[src/rtl/wrq_pkg.sv]
package wrq_pkg;

   function automatic bit wrq_is_pow2(input int n);
      return (n >= 2) && ((n & (n - 1)) == 0);
   endfunction

   function automatic int wrq_ptr_bits(input int n);
      return (n <= 2) ? 1 : $clog2(n);
   endfunction

endpackage

[src/rtl/wrq_ptr_ctrl.sv]
module wrq_ptr_ctrl #(
   parameter int DEPTH = 4,
   localparam int PTR_W = wrq_pkg::wrq_ptr_bits(DEPTH),
   localparam int CNT_W = PTR_W + 1
) (
   input  logic             clk,
   input  logic             rst_n,
   input  logic             push,
   input  logic             pop,
   output logic [PTR_W-1:0] wr_ptr,
   output logic [PTR_W-1:0] rd_ptr,
   output logic             full,
   output logic             empty,
   output logic [DEPTH-1:0] slot_live
);
   logic [CNT_W-1:0] count_q;

   always_ff @(posedge clk) begin
      if (!rst_n) begin
         wr_ptr  <= '0;
         rd_ptr  <= '0;
         count_q <= '0;
      end else begin
         if (push) wr_ptr <= wr_ptr + 1'b1;
         if (pop)  rd_ptr <= rd_ptr + 1'b1;
         case ({push, pop})
            2'b10:   count_q <= count_q + 1'b1;
            2'b01:   count_q <= count_q - 1'b1;
            default: count_q <= count_q;
         endcase
      end
   end

   assign full  = (count_q == CNT_W'(DEPTH));
   assign empty = (count_q == '0);

   // a slot is live when its distance from the head is below the occupancy
   generate
      for (genvar i = 0; i < DEPTH; i++) begin : g_live
         logic [PTR_W-1:0] age;
         assign age          = PTR_W'(i) - rd_ptr;
         assign slot_live[i] = ({1'b0, age} < count_q);
      end
   endgenerate
endmodule

[src/rtl/wrq_slot_array.sv]
module wrq_slot_array #(
   parameter int ADDR_W = 32,
   parameter int DATA_W = 64,
   parameter int DEPTH  = 4,
   localparam int PTR_W = wrq_pkg::wrq_ptr_bits(DEPTH)
) (
   input  logic                          clk,
   input  logic                          we,
   input  logic [PTR_W-1:0]              wr_idx,
   input  logic [ADDR_W-1:0]             wr_addr,
   input  logic [DATA_W-1:0]             wr_data,
   input  logic [PTR_W-1:0]              head_idx,
   output logic [ADDR_W-1:0]             head_addr,
   output logic [DATA_W-1:0]             head_data,
   input  logic [DEPTH-1:0]              slot_live,
   input  logic                          lk_valid,
   input  logic [ADDR_W-1:0]             lk_addr,
   output logic [DEPTH-1:0]              slot_match,
   output logic [DEPTH-1:0][DATA_W-1:0]  slot_data
);
   logic [DEPTH-1:0][ADDR_W-1:0] addr_q;
   logic [DEPTH-1:0][DATA_W-1:0] data_q;

   generate
      for (genvar i = 0; i < DEPTH; i++) begin : g_slot
         always_ff @(posedge clk) begin
            if (we && (wr_idx == PTR_W'(i))) begin
               addr_q[i] <= wr_addr;
               data_q[i] <= wr_data;
            end
         end
         // one comparator per slot, all evaluated in parallel
         assign slot_match[i] = lk_valid && slot_live[i] && (addr_q[i] == lk_addr);
         assign slot_data[i]  = data_q[i];
      end
   endgenerate

   assign head_addr = addr_q[head_idx];
   assign head_data = data_q[head_idx];
endmodule

[src/rtl/wrq_newest_sel.sv]
module wrq_newest_sel #(
   parameter int DATA_W = 64,
   parameter int DEPTH  = 4,
   localparam int PTR_W = wrq_pkg::wrq_ptr_bits(DEPTH)
) (
   input  logic [PTR_W-1:0]              rd_ptr,
   input  logic [DEPTH-1:0]              slot_match,
   input  logic [DEPTH-1:0][DATA_W-1:0]  slot_data,
   output logic                          hit,
   output logic [DATA_W-1:0]             data
);
   // walk from the oldest slot to the newest; a later match overrides
   always_comb begin
      logic [PTR_W-1:0] idx;
      hit  = 1'b0;
      data = '0;
      idx  = '0;
      for (int k = 0; k < DEPTH; k++) begin
         idx = rd_ptr + PTR_W'(k);
         if (slot_match[idx]) begin
            hit  = 1'b1;
            data = slot_data[idx];
         end
      end
   end
endmodule

[src/rtl/wrq_forward_buf.sv]
module wrq_forward_buf #(
   parameter int ADDR_W = 32,
   parameter int DATA_W = 64,
   parameter int DEPTH  = 4
) (
   input  logic              clk,
   input  logic              rst_n,
   input  logic              wr_valid,
   output logic              wr_ready,
   input  logic [ADDR_W-1:0] wr_addr,
   input  logic [DATA_W-1:0] wr_data,
   input  logic              lk_valid,
   input  logic [ADDR_W-1:0] lk_addr,
   output logic              lk_hit,
   output logic [DATA_W-1:0] lk_data,
   output logic              mem_req,
   output logic [ADDR_W-1:0] mem_addr,
   output logic [DATA_W-1:0] mem_data,
   input  logic              mem_ack
);
   localparam int PTR_W = wrq_pkg::wrq_ptr_bits(DEPTH);

   generate
      if (!wrq_pkg::wrq_is_pow2(DEPTH)) begin : g_bad_depth
         $error("wrq_forward_buf: DEPTH must be a power of two, at least 2");
      end
      if (ADDR_W < 1 || DATA_W < 1) begin : g_bad_width
         $error("wrq_forward_buf: ADDR_W and DATA_W must be positive");
      end
   endgenerate

   logic [PTR_W-1:0]             wr_ptr, rd_ptr;
   logic                         full, empty, push, pop;
   logic [DEPTH-1:0]             slot_live, slot_match;
   logic [DEPTH-1:0][DATA_W-1:0] slot_data;

   assign wr_ready = !full;
   assign mem_req  = !empty;
   assign push     = wr_valid && !full;
   assign pop      = mem_ack && !empty;

   wrq_ptr_ctrl #(.DEPTH(DEPTH)) u_ptr (
      .clk       (clk),
      .rst_n     (rst_n),
      .push      (push),
      .pop       (pop),
      .wr_ptr    (wr_ptr),
      .rd_ptr    (rd_ptr),
      .full      (full),
      .empty     (empty),
      .slot_live (slot_live)
   );

   wrq_slot_array #(.ADDR_W(ADDR_W), .DATA_W(DATA_W), .DEPTH(DEPTH)) u_slots (
      .clk        (clk),
      .we         (push),
      .wr_idx     (wr_ptr),
      .wr_addr    (wr_addr),
      .wr_data    (wr_data),
      .head_idx   (rd_ptr),
      .head_addr  (mem_addr),
      .head_data  (mem_data),
      .slot_live  (slot_live),
      .lk_valid   (lk_valid),
      .lk_addr    (lk_addr),
      .slot_match (slot_match),
      .slot_data  (slot_data)
   );

   wrq_newest_sel #(.DATA_W(DATA_W), .DEPTH(DEPTH)) u_sel (
      .rd_ptr     (rd_ptr),
      .slot_match (slot_match),
      .slot_data  (slot_data),
      .hit        (lk_hit),
      .data       (lk_data)
   );
endmodule

[config.mk]
export PLATFORM = sky130hd
export DESIGN_NAME = wrq_forward_buf
export DESIGN_NICKNAME = d
export VERILOG_FILES = /design/src/rtl/wrq_pkg.sv /design/src/rtl/wrq_ptr_ctrl.sv /design/src/rtl/wrq_slot_array.sv /design/src/rtl/wrq_newest_sel.sv /design/src/rtl/wrq_forward_buf.sv
export SDC_FILE = /design/constraint.sdc
export NUM_CORES = 1
export LEC_CHECK = 0
export ABC_AREA = 1
export BUFFER_PORTS_ARGS = -buffer_cell sky130_fd_sc_hd__buf_2
export CAP_MARGIN = 20
export CORE_MARGIN = 5
export CORE_UTILIZATION = 40
export CTS_CLUSTER_SIZE = 28
export DETAILED_ROUTE_END_ITERATION = 8
export GPL_ROUTABILITY_DRIVEN = 0
export GPL_TIMING_DRIVEN = 0
export PLACE_DENSITY_LB_ADDON = 0.08
export SYNTH_ARGS = -nofsm -noshare
export SYNTH_HDL_FRONTEND = slang
export SYNTH_SLANG_ARGS = --single-unit
[constraint.sdc]
create_clock -name clk -period 8.5 [get_ports clk]
set_input_delay 2.125 -clock clk [delete_from_list [all_inputs] [get_ports clk]]
set_output_delay 2.125 -clock clk [all_outputs]
set_load 0.005 [all_outputs]
==> run_results.csv <==
group,metric,value,unit
clock_network,cts_tree,"done",
finish,final_cell_mix,"nand2_1, edfxtp_1, o21ai_0, buf_2, inv_1",
clock_network,cts_buffers,47,
floorplanning,io_pins,296,
sta,report.final.slew_viol_count,0,
power_and_ir_drop,irDropWorstVdd,0.182,mV
setup_path,end_kind,"output port",
routing,routed_wl,93.2,mm
setup_path,cp.arrival,5.73,ns
finish,fin_cells,4154,
placed_design,dpl.hpwl,66.5,mm
clock_network,cts-root-buf,"clkbuf_16",
logic_synthesis,ys_async_sr_fraction,0,
logic_synthesis,ys.flop_type,"edfxtp_1",
clock_network,clkSinkCount,391,
finish,layout.nets,3470,
power_and_ir_drop,p_leak,12.4,nW
clock_network,post_cts_buffers,0,
clock_network,clock_path_buffers,3,
sta,hold_slack,0.549,ns
placed_design,pre_cts_ws,1.41,ns
clock_network,cts-resized-gates,0,
global_route,grt_max_degree,26,
sta,final_hold_viol_count,0,
setup_path,crit_chain,"buf_2 > inv_1 > clkbuf_1 > clkbuf_1 > buf_2 > ha_1 > inv_1 > nand3_1 > nand2_1 > nor2_1 > nand3_1 > nor2_1 > nand3_1 > nand3_1 > buf_4 > buf_4 > nand3_1 > nand2_1 > nand2_1 > a21oi_1 > buf_2",
setup_path,required,6.38,ns
finish,drive_gt1_frac,0.202,
sta,period_share,0.925,
setup_path,crit_top_cell,"nand3_1",
run_status,status,"complete, no violations",
setup_path,critPathLaunchType,"flip-flop",
global_route,grtUsageTotal,0.269,
logic_synthesis,ys_seq_elements,391,
global_route,grt_pass1_wl,136,mm
setup_path,critPathBufInv,9,
worst_hold_path,whs_path_depth,2,
routing,drc,0,
placed_design,placed_cells,4060,
global_route,grt.overflow.total,0,
clock_network,clk-insertion-delay-late,0.61,ns
routing,vias,22700,
clock_network,postCtsHoldBufs,0,
floorplanning,coreArea,60500,µm²
logic_synthesis,synth_area,24400,µm²
sta,worst-slew-pin-transition,0.937,ns
routing,dr.pass1.iters,5,
setup_path,slowest_delay,0.72,ns
floorplanning,placementRows,90,
sta,setup_violations,0,
sta,fin_crit,7.86,ns
logic_synthesis,synthCells,2969,
setup_path,crit_type,"reg -> out",
sta,fmaxAchievable,127,MHz
global_route,antenna_found_initial,21,
logic_synthesis,ys_seq_area_frac,0.477,
finish,final_common_cell,"nand2_1",
sta,finalClockSkew,0.0312,ns
setup_path,crit_fanout,10,
finish,syn_to_final_growth,17.9,%
sta,relSlewSlack,0.374,
finish,fin_util,0.477,
logic_synthesis,postSynthAreaPerCell,8.23,µm²
logic_synthesis,synth_cell_types,37,
logic_synthesis,yosys_warnings,0,
sta,grt_setup_unrepaired,"false",
floorplanning,die_h,257,µm
floorplanning,fp.dieW,257,µm
logic_synthesis,syn-num-nets,3112,
power_and_ir_drop,power.density,346,nW/µm²
setup_path,slowest_stage,"clkbuf_1",
clock_network,clk_pin_slew,0.06,ns
routing,ant_nets,0,
routing,via_per_inst,5.47,
floorplanning,initial_core_util,0.404,
job,cap_violations,0,
clock_network,h-tree-depth,2,
worst_hold_path,hold_path_class,"reg -> reg",
sta,fin_ws,0.641,ns
global_route,grt_pass1_vias,22100,
setup_path,ff2ff_path_depth,6,
routing,wire_per_inst,22.4,µm
logic_synthesis,synth_edf_count,384,
setup_path,cp.depth,21,
floorplanning,dieArea,66200,µm²
setup_path,crit_family,"buffers and inverters",
placed_design,io_buffers,291,
routing,drt_iter0_markers,2233,
-- where the power goes --
part / internal, W / total (W) / switching, W / leakage [nW]
Clock: 0.00110 / 0.00193 / 0.000830 / 0.703
Combinational: 0.00184 / 0.00565 / 0.00381 / 8.15
Sequential: 0.00231 / 0.00239 / 0.0000797 / 3.58
Total: 0.00525 / 0.00997 / 0.00472 / 12.4
-- path summary, 6_finish.rpt --
kind,start,endpoint,slack [ns]
min reg2reg,u_ptr.count_q[1],u_ptr.count_q[1],0.55
min,u_ptr.count_q[1],u_ptr.count_q[1],0.55
max reg2reg,u_ptr.count_q[1],u_slots.slot_data[46],5.71
max,u_ptr.rd_ptr[1],lk_data[56],0.64
-- cell families (layout without fill, tap and decap cells) --
kind of cell    count (synthesis)  count (layout)  share of synthesized area
compound gates                551             551                      0.126
xor+xnor                       32              32                     0.0115
fa+ha+maj                      10              10                    0.00542
buf+inv                       577             968                      0.104
flops                         391             391                      0.477
mux                           128             128                     0.0524
other cells                     0              12                          0
simple gates                 1280            1280                      0.223
-- cells in the mapped netlist, types with 9 or more instances --
master / instances / area [µm²]
nand2_1: 790 / 2970
edfxtp_1: 384 / 11500
o21ai_0: 361 / 1810
inv_1: 328 / 1230
nand3_1: 246 / 1230
mux2i_1: 128 / 1280
nor2_1: 123 / 462
nand2_2: 82 / 513
buf_2: 61 / 305
inv_2: 57 / 214
clkbuf_1: 56 / 210
o21ai_1: 49 / 245
a21oi_2: 40 / 350
a21oi_1: 36 / 180
a22oi_1: 32 / 240
buf_4: 30 / 225
xnor2_1: 25 / 219
nand4_1: 21 / 131
o221ai_1: 20 / 175
buf_1: 18 / 67.6
buf_6: 17 / 191
ha_1: 9 / 113
-- worst register-to-register path: cells and delay by family (launching register included) --
family | cells | cell delay [ns]
buffers and inverters | 3 | 0.70
AND/OR/NAND/NOR | 3 | 1.41
flip-flops | 1 | 0.33
-- registers in the layout (all words and copies together), names as in the netlist --
| signal | cells |
|---|---|
| u_slots.slot_data | 256 |
| u_slots.addr_q | 128 |
| u_ptr.count_q | 3 |
| u_ptr.wr_ptr | 2 |
| u_ptr.rd_ptr | 2 |
-- final cells by class --
cell class	count	area [µm²]
multi-input cells	2001	10300
fillers	5840	31700
clock inverters	22	196
flip-flops and latches	391	11700
well taps	782	978
inverters	390	1460
diodes	12	30.0
plain buffers	187	1080
repair buffers	309	1880
clock buffers	60	1250
-- through the flow --
stage	power (W)	TNS [ns]	instance area, µm²
3_3_place_gp	0.00793	-1124.20	26900
6_report	0.00997	0	28800
4_1_cts	0.00993	0	28800
3_5_place_dp	0.00798	0	27300
2_1_floorplan	0.00571	0	24400
5_1_grt	0.0105	0	28800
-- per-layer routing --
layer	vias up	global-route usage	routed length (µm)
li1	10600	-	-
met4	14	0.0989	3080
met1	10700	0.351	37200
met2	1160	0.444	43900
met5	-	0	92
met3	208	0.0564	8910
Note: power is estimated with default switching activity, not from simulation.
